## src/rtl/kbseq_pkg.sv

```systemverilog
package kbseq_pkg;
  typedef enum logic [3:0] {
    CLS_PLAIN    = 4'd0,
    CLS_BRANCH   = 4'd1,
    CLS_JUMP     = 4'd2,
    CLS_STOP     = 4'd3,
    CLS_STOP_C   = 4'd4,
    CLS_BSTART   = 4'd5,
    CLS_BSTART_C = 4'd6,
    CLS_BSTART_H = 4'd7,
    CLS_IND_JUMP = 4'd8,
    CLS_CALL     = 4'd9,
    CLS_RET      = 4'd10,
    CLS_HDR_DESC = 4'd11
  } ins_class_e;

  localparam int FCW = 3;
  localparam logic [FCW-1:0] FC_FETCH = 3'b001;
  localparam logic [FCW-1:0] FC_RESV  = 3'b010;
  localparam logic [FCW-1:0] FC_FMT   = 3'b100;
endpackage

```

## src/rtl/kbseq_classify.sv

```systemverilog
module kbseq_classify
  import kbseq_pkg::*;
(
  input  logic [3:0] cls_i,
  input  logic       taken_i,
  output logic       term_o,
  output logic       resv_o,
  output logic       hdr_o,
  output logic       redir_o
);
  ins_class_e cls;
  assign cls = ins_class_e'(cls_i);

  always_comb begin
    term_o  = 1'b0;
    resv_o  = 1'b0;
    hdr_o   = 1'b0;
    redir_o = 1'b0;
    case (cls)
      CLS_STOP, CLS_STOP_C,
      CLS_BSTART, CLS_BSTART_C, CLS_BSTART_H: term_o  = 1'b1;
      CLS_IND_JUMP, CLS_CALL, CLS_RET:        resv_o  = 1'b1;
      CLS_HDR_DESC:                           hdr_o   = 1'b1;
      CLS_JUMP:                               redir_o = 1'b1;
      CLS_BRANCH:                             redir_o = taken_i;
      default: ;
    endcase
  end
endmodule

```

## src/rtl/kbseq_pc.sv

```systemverilog
module kbseq_pc #(
  parameter int AW = 32,
  parameter int LW = 3
) (
  input  logic          clk,
  input  logic          rst_n,
  input  logic          load_i,
  input  logic [AW-1:0] load_addr_i,
  input  logic          step_i,
  input  logic          redir_i,
  input  logic [AW-1:0] target_i,
  input  logic [LW-1:0] len_i,
  output logic [AW-1:0] pc_o
);
  function automatic logic [AW-1:0] seq_next(input logic [AW-1:0] a,
                                             input logic [LW-1:0] n);
    return a + AW'(n);
  endfunction

  logic [AW-1:0] pc_q;

  always_ff @(posedge clk or negedge rst_n) begin
    if (!rst_n) begin
      pc_q <= '0;
    end else if (load_i) begin
      pc_q <= load_addr_i;
    end else if (step_i) begin
      pc_q <= redir_i ? target_i : seq_next(pc_q, len_i);
    end
  end

  assign pc_o = pc_q;
endmodule

```

## src/rtl/kbody_term_seq.sv

```systemverilog
module kbody_term_seq
  import kbseq_pkg::*;
#(
  parameter int AW = 32,
  parameter int LW = 3
) (
  input  logic          clk,
  input  logic          rst_n,
  input  logic          start,
  input  logic [AW-1:0] entry_addr,
  input  logic [AW-1:0] cont_addr,
  input  logic          ins_valid,
  input  logic          ins_fetch_ok,
  input  logic [3:0]    ins_class,
  input  logic [LW-1:0] ins_len,
  input  logic          ins_taken,
  input  logic [AW-1:0] ins_target,
  output logic          busy,
  output logic [AW-1:0] body_pc,
  output logic          done,
  output logic [AW-1:0] ret_addr,
  output logic          fault,
  output logic [2:0]    fault_code,
  output logic [AW-1:0] fault_pc
);
  logic          busy_q, done_q, fault_q;
  logic [FCW-1:0] code_q;
  logic [AW-1:0] cont_q, fpc_q;

  logic is_term, is_resv, is_hdr, is_redir;

  // Named events for the checks below.
  logic ev_launch, ev_accept, ev_bad_fetch, ev_term, ev_resv, ev_hdr, ev_step, ev_fault;
  logic [FCW-1:0] ev_code;

  kbseq_classify u_cls (
    .cls_i   (ins_class),
    .taken_i (ins_taken),
    .term_o  (is_term),
    .resv_o  (is_resv),
    .hdr_o   (is_hdr),
    .redir_o (is_redir)
  );

  assign ev_launch    = start && !busy_q;
  assign ev_accept    = busy_q && ins_valid;
  assign ev_bad_fetch = ev_accept && !ins_fetch_ok;
  assign ev_term      = ev_accept && ins_fetch_ok && is_term;
  assign ev_resv      = ev_accept && ins_fetch_ok && is_resv;
  assign ev_hdr       = ev_accept && ins_fetch_ok && is_hdr;
  assign ev_step      = ev_accept && ins_fetch_ok && !is_term && !is_resv && !is_hdr;
  assign ev_fault     = ev_bad_fetch || ev_resv || ev_hdr;
  assign ev_code      = ev_bad_fetch ? FC_FETCH : (ev_resv ? FC_RESV : (ev_hdr ? FC_FMT : '0));

  kbseq_pc #(.AW(AW), .LW(LW)) u_pc (
    .clk         (clk),
    .rst_n       (rst_n),
    .load_i      (ev_launch),
    .load_addr_i (entry_addr),
    .step_i      (ev_step),
    .redir_i     (is_redir),
    .target_i    (ins_target),
    .len_i       (ins_len),
    .pc_o        (body_pc)
  );

  always_ff @(posedge clk or negedge rst_n) begin
    if (!rst_n) begin
      busy_q  <= 1'b0;
      done_q  <= 1'b0;
      fault_q <= 1'b0;
      code_q  <= '0;
      cont_q  <= '0;
      fpc_q   <= '0;
    end else begin
      done_q  <= ev_term;
      fault_q <= ev_fault;
      code_q  <= ev_code;
      if (ev_fault) fpc_q <= body_pc;
      if (ev_launch) begin
        busy_q <= 1'b1;
        cont_q <= cont_addr;
      end else if (ev_term || ev_fault) begin
        busy_q <= 1'b0;
      end
    end
  end

  assign busy       = busy_q;
  assign done       = done_q;
  assign ret_addr   = cont_q;
  assign fault      = fault_q;
  assign fault_code = code_q;
  assign fault_pc   = fpc_q;

  assert_start_loads_R2: assert property (@(posedge clk) disable iff (!rst_n)
    ev_launch |=> (body_pc == $past(entry_addr)) && busy);
  assert_done_idle_R5: assert property (@(posedge clk) disable iff (!rst_n)
    done |-> !busy);
  assert_done_single_R5: assert property (@(posedge clk) disable iff (!rst_n)
    done |=> !done);
  assert_no_overlap_R7: assert property (@(posedge clk) disable iff (!rst_n)
    !(done && fault));
  assert_code_onehot_R8: assert property (@(posedge clk) disable iff (!rst_n)
    fault |-> ($countones(fault_code) == 1) && !busy);
  assert_code_quiet_R8: assert property (@(posedge clk) disable iff (!rst_n)
    !fault |-> (fault_code == '0));
  assert_no_timeout_R11: assert property (@(posedge clk) disable iff (!rst_n)
    (busy && !ins_valid) |=> busy);
  assert_start_ignored_R12: assert property (@(posedge clk) disable iff (!rst_n)
    (start && busy && !ins_valid) |=> $stable(body_pc) && $stable(ret_addr) && busy);
endmodule

```

## config.mk

```make
export PLATFORM = sky130hd
export DESIGN_NAME = kbody_term_seq
export DESIGN_NICKNAME = d
export VERILOG_FILES = /design/src/rtl/kbseq_pkg.sv /design/src/rtl/kbseq_classify.sv /design/src/rtl/kbseq_pc.sv /design/src/rtl/kbody_term_seq.sv
export SDC_FILE = /design/constraint.sdc
export NUM_CORES = 1
export LEC_CHECK = 0
export BUFFER_PORTS_ARGS = -buffer_cell sky130_fd_sc_hd__clkbuf_2
export CORE_ASPECT_RATIO = 0.7
export CORE_MARGIN = 4
export CORE_UTILIZATION = 52
export DETAILED_ROUTE_END_ITERATION = 8
export PLACE_DENSITY = 0.86
export SLEW_MARGIN = 20
export SYNTH_ARGS = -nofsm -noshare
export SYNTH_HDL_FRONTEND = slang
export SYNTH_SLANG_ARGS = --single-unit
```

## constraint.sdc

```tcl
create_clock -name clk -period 4.15 [get_ports clk]
set_input_delay 0.2075 -clock clk [delete_from_list [all_inputs] [get_ports clk]]
set_output_delay 0.2075 -clock clk [all_outputs]
set_load 0.01 [all_outputs]
```

==> results.md <==
* Critical Path, Cell by Cell: ha_1, fa_1, a21oi_2, nor4_4, nand4_1, mux2i_1, a32oi_1
* GRT overflow at 0
* Layout area overhead at 29.7%
* Seq cells post-synth at 102
* Clock Sinks at 102
* Leak at approximately 3.2 nW
* Bufs and invs on worst path at 0
* IO Count at 211
* Setup WS pre-CTS at 1.82 ns
* Multiplexer share of the synthesized area at 8.00%
* Clock latency on the worst-skew pair at 0.34 ns
* Finished Cell Area at 6490 µm²
* Initial DRC count at around 350
* Post-DP HPWL at 11.3 mm
* Main synth FF type: dfrtp_1
* Worst Setup Start Kind: flop
* Ys Warns at 0
* Slew headroom at 32.7%
* Filler cell count at 707
* Max Clock Skew at between 0.01 and 0.015 ns
* Layout cell share with drive strength beyond 1 at between 30% and 40%
* Post-synth EDFFs at 0
* Synth Area in Simple Gates at 19.4%
* Synthesized area at 5010 µm²
* Syn Area/Cell at 9.95 µm²
* Site Rows at 29
* Endpoint class of the critical path: flop
* Final GP Congestion at about 0.86
* Sequential area share after synthesis at 51.0%
* Slew @ Worst Pin at 1.01 ns
* Largest net degree at the start of global routing at 66
* Slowest cell on crit path: nor4_4
* Initial antenna violation count at 0
* Final WS setup at 1.73 ns
* Largest family of logic cells by synthesized area: simple AND/OR/NAND/NOR gates
* Placed Area at 6150 µm²
* Yosys cell types at 55
* Die area at 11300 µm²
* Final setup viols at 0
* Total GRT Usage at 26.7%
* Initial Util at between 50 and 60%
* Worst-path clk slew at 0.07 ns
* Post-CTS setup buffer count at 0
* Antenna-violating nets left at 0
* Xor and xnor area share after synthesis at 3.32%
* Post-synthesis cell count at 503
* Root Driver: clkbuf_16
* Critical path class: reg -> reg
* Worst Hold Class: in -> reg
* Syn_nets at 616
* Max-slew violation count at 0
* Required time of the worst setup path at 4.31 ns
* Die Wd at 125 µm
* Layout Nets at 816
* H-tree Lvls at 3
* Compound-Gate Fraction of Synth Area at 14.5%
* Period utilisation layout at 58.4%
* Setup tns final at 0 ns
* First-pass GRT wire length at 24.7 mm
* Status: completed
* Minimum clock period after layout at 2.42 ns
* Largest stage delay, worst path at 0.66 ns
* Power density over the cells at 692 nW/µm²
* Die Ht at about 90 µm
* RSZ-0062 raised after global routing: false
* DRC at 0
* Drt first pass iters at 4
* Maximum Capacitance Violations at 0
* Final wirelength at about 15 mm
* Vias in the first global route at roughly 4800
* Arr. time, crit path at 2.58 ns
* VDD IR max at 0.000418 V
* CTS tree: yes
* Worst Path Max Fanout at 10
* Vias per cell at 5.84
* Core area at 9220 µm²
* Ant. Diodes at 0
* FFs w/ async S/R, synth at 100%
* Clock buffer depth at 2
* Delay-heaviest family, CP: simple AND/OR/NAND/NOR gates
* Fmax at 413 MHz
* Via count at between 4000 and 5000
* CTS Buf Count at 9
* Adder-cell share of the synthesized area at 1.15%
* IO buf count at 210
* DR WL/cell at 18.4 µm
* Hold Vio Cnt, Final at 0
[layer usage]
| metal | wire length [µm] | part of all wire [%] | GRT usage (%) | vias to the layer above |
|---|---|---|---|---|
| li1 | - | - | - | 2200 |
| met5 | 0 | 0 | 0 | - |
| met4 | 165 | 1.1 | 4.06 | 0 |
| met3 | 1600 | 10 | 7.58 | 19 |
| met2 | 7120 | 47 | 42.6 | 283 |
| met1 | 6420 | 42 | 37.4 | 2355 |
[what timing repair did]
action,CTS,global route
hold buffers,1,0
hold endpoints to repair,26,0
resized for setup,0,0
[power breakdown]
group,internal [mW],leakage (nW),switching [mW]
registers,1.43,1.24,0.451
clock network,0.470,0.142,0.372
logic,0.794,1.84,0.978
[per-stage QoR]
step	hold slack (ns)	instances	utilization [%]	power [mW]
finish	0.0595	832	70.4	4.49
floorplan	-0.0881	503	-	2.83
global route	0.0508	832	70.4	4.80
CTS	0.0499	831	70.1	4.51
global placement	0.353	814	66.7	3.55
detailed placement	0.357	814	66.7	3.65
[state kept, by name, indices dropped and copies added (netlist names)]
signal,flops
busy,1
done,1
fault,1
fault_code,3
fault_pc,32
ret_addr,32
u_pc.pc_o,32
[final cells by class]
| class | instances | area (µm²) | share of cell area, % |
|---|---|---|---|
| timing repair buffer | 217 | 1130 | 17.4 |
| clock buffer | 9 | 225 | 3.47 |
| inverter | 3 | 11.3 | 0.173 |
| sequential | 102 | 2550 | 39.3 |
| tap | 124 | 155 | 2.39 |
| multi-input combinational | 370 | 2350 | 36.1 |
| clock inverter | 7 | 72.6 | 1.12 |
[worst register-to-register path: stages, from the launching register on]
cell	delay, ns
dfrtp_1	0.40
ha_1	0.23
fa_1	0.25
a21oi_2	0.15
nor4_4	0.66
nand4_1	0.23
mux2i_1	0.20
a32oi_1	0.11
[Yosys cell counts, drive strengths merged, types with 2 or more instances]
cell | number | area share (%)
xnor2 | 8 | 1.4
clkbuf | 18 | 1.3
nand2 | 129 | 9.7
or4 | 2 | 0.30
buf | 10 | 1.1
o22ai | 5 | 0.62
a211oi | 4 | 0.80
mux2i | 4 | 0.80
and3 | 5 | 0.62
nor2 | 18 | 1.4
ha | 3 | 0.75
nor4 | 2 | 0.55
xor2 | 11 | 1.9
and2 | 2 | 0.25
a21oi | 24 | 2.6
a31oi | 2 | 0.25
o211ai | 12 | 1.8
nand2b | 2 | 0.25
inv | 3 | 0.22
a221oi | 5 | 0.87
nor3 | 9 | 1.1
a21o | 3 | 0.45
mux2 | 32 | 7.2
o31ai | 3 | 0.45
nand4 | 15 | 1.9
dfrtp | 102 | 51
nand3 | 13 | 1.6
and4 | 4 | 0.70
a22oi | 11 | 1.6
a221o | 6 | 1.2
o21ai | 17 | 1.8
nand4b | 2 | 0.35
o21a | 3 | 0.45
a211o | 3 | 0.52
[cell families (layout without fill, tap and decap cells)]
family,Yosys count,after routing
buf+inv,31,236
mux,36,36
compound gates,104,104
flops,102,102
simple gates,207,207
fa+ha+maj,4,4
xor+xnor,19,19
[placed cells by master, fill, tap and decap left out, types with 4 or more instances in the layout]
cell type	synthesis	layout
and4_1	4	4
nor3_1	8	8
o211ai_1	12	12
buf_4	3	6
nand3_1	11	11
dfrtp_1	102	102
o21ai_0	16	16
o22ai_1	5	5
clkbuf_2	0	209
a221oi_1	5	5
mux2_2	32	32
xnor2_1	8	8
mux2i_1	4	4
a22oi_1	11	11
and3_1	5	5
xor2_1	11	11
nor2_1	17	17
clkbuf_16	0	9
a21oi_1	21	21
nand2_1	129	129
a221o_1	6	6
nand4_1	15	15
[worst paths after layout]
kind / depth (start not counted) / startpoint / slack (ns) / end
setup reg to reg: 7 / u_pc.pc_o[0] / 1.73 / u_pc.pc_o[30]
min in group asynchronous: 2 / rst_n / 0.52 / u_pc.pc_o[10]
hold reg to reg: 2 / ret_addr[23] / 0.48 / ret_addr[23]
setup / recovery: 7 / u_pc.pc_o[0] / 1.73 / u_pc.pc_o[30]
hold / removal: 3 / cont_addr[30] / 0.06 / ret_addr[30]
max in group asynchronous: 3 / rst_n / 2.63 / fault_pc[22]
Power figures use the tool's default switching activity.
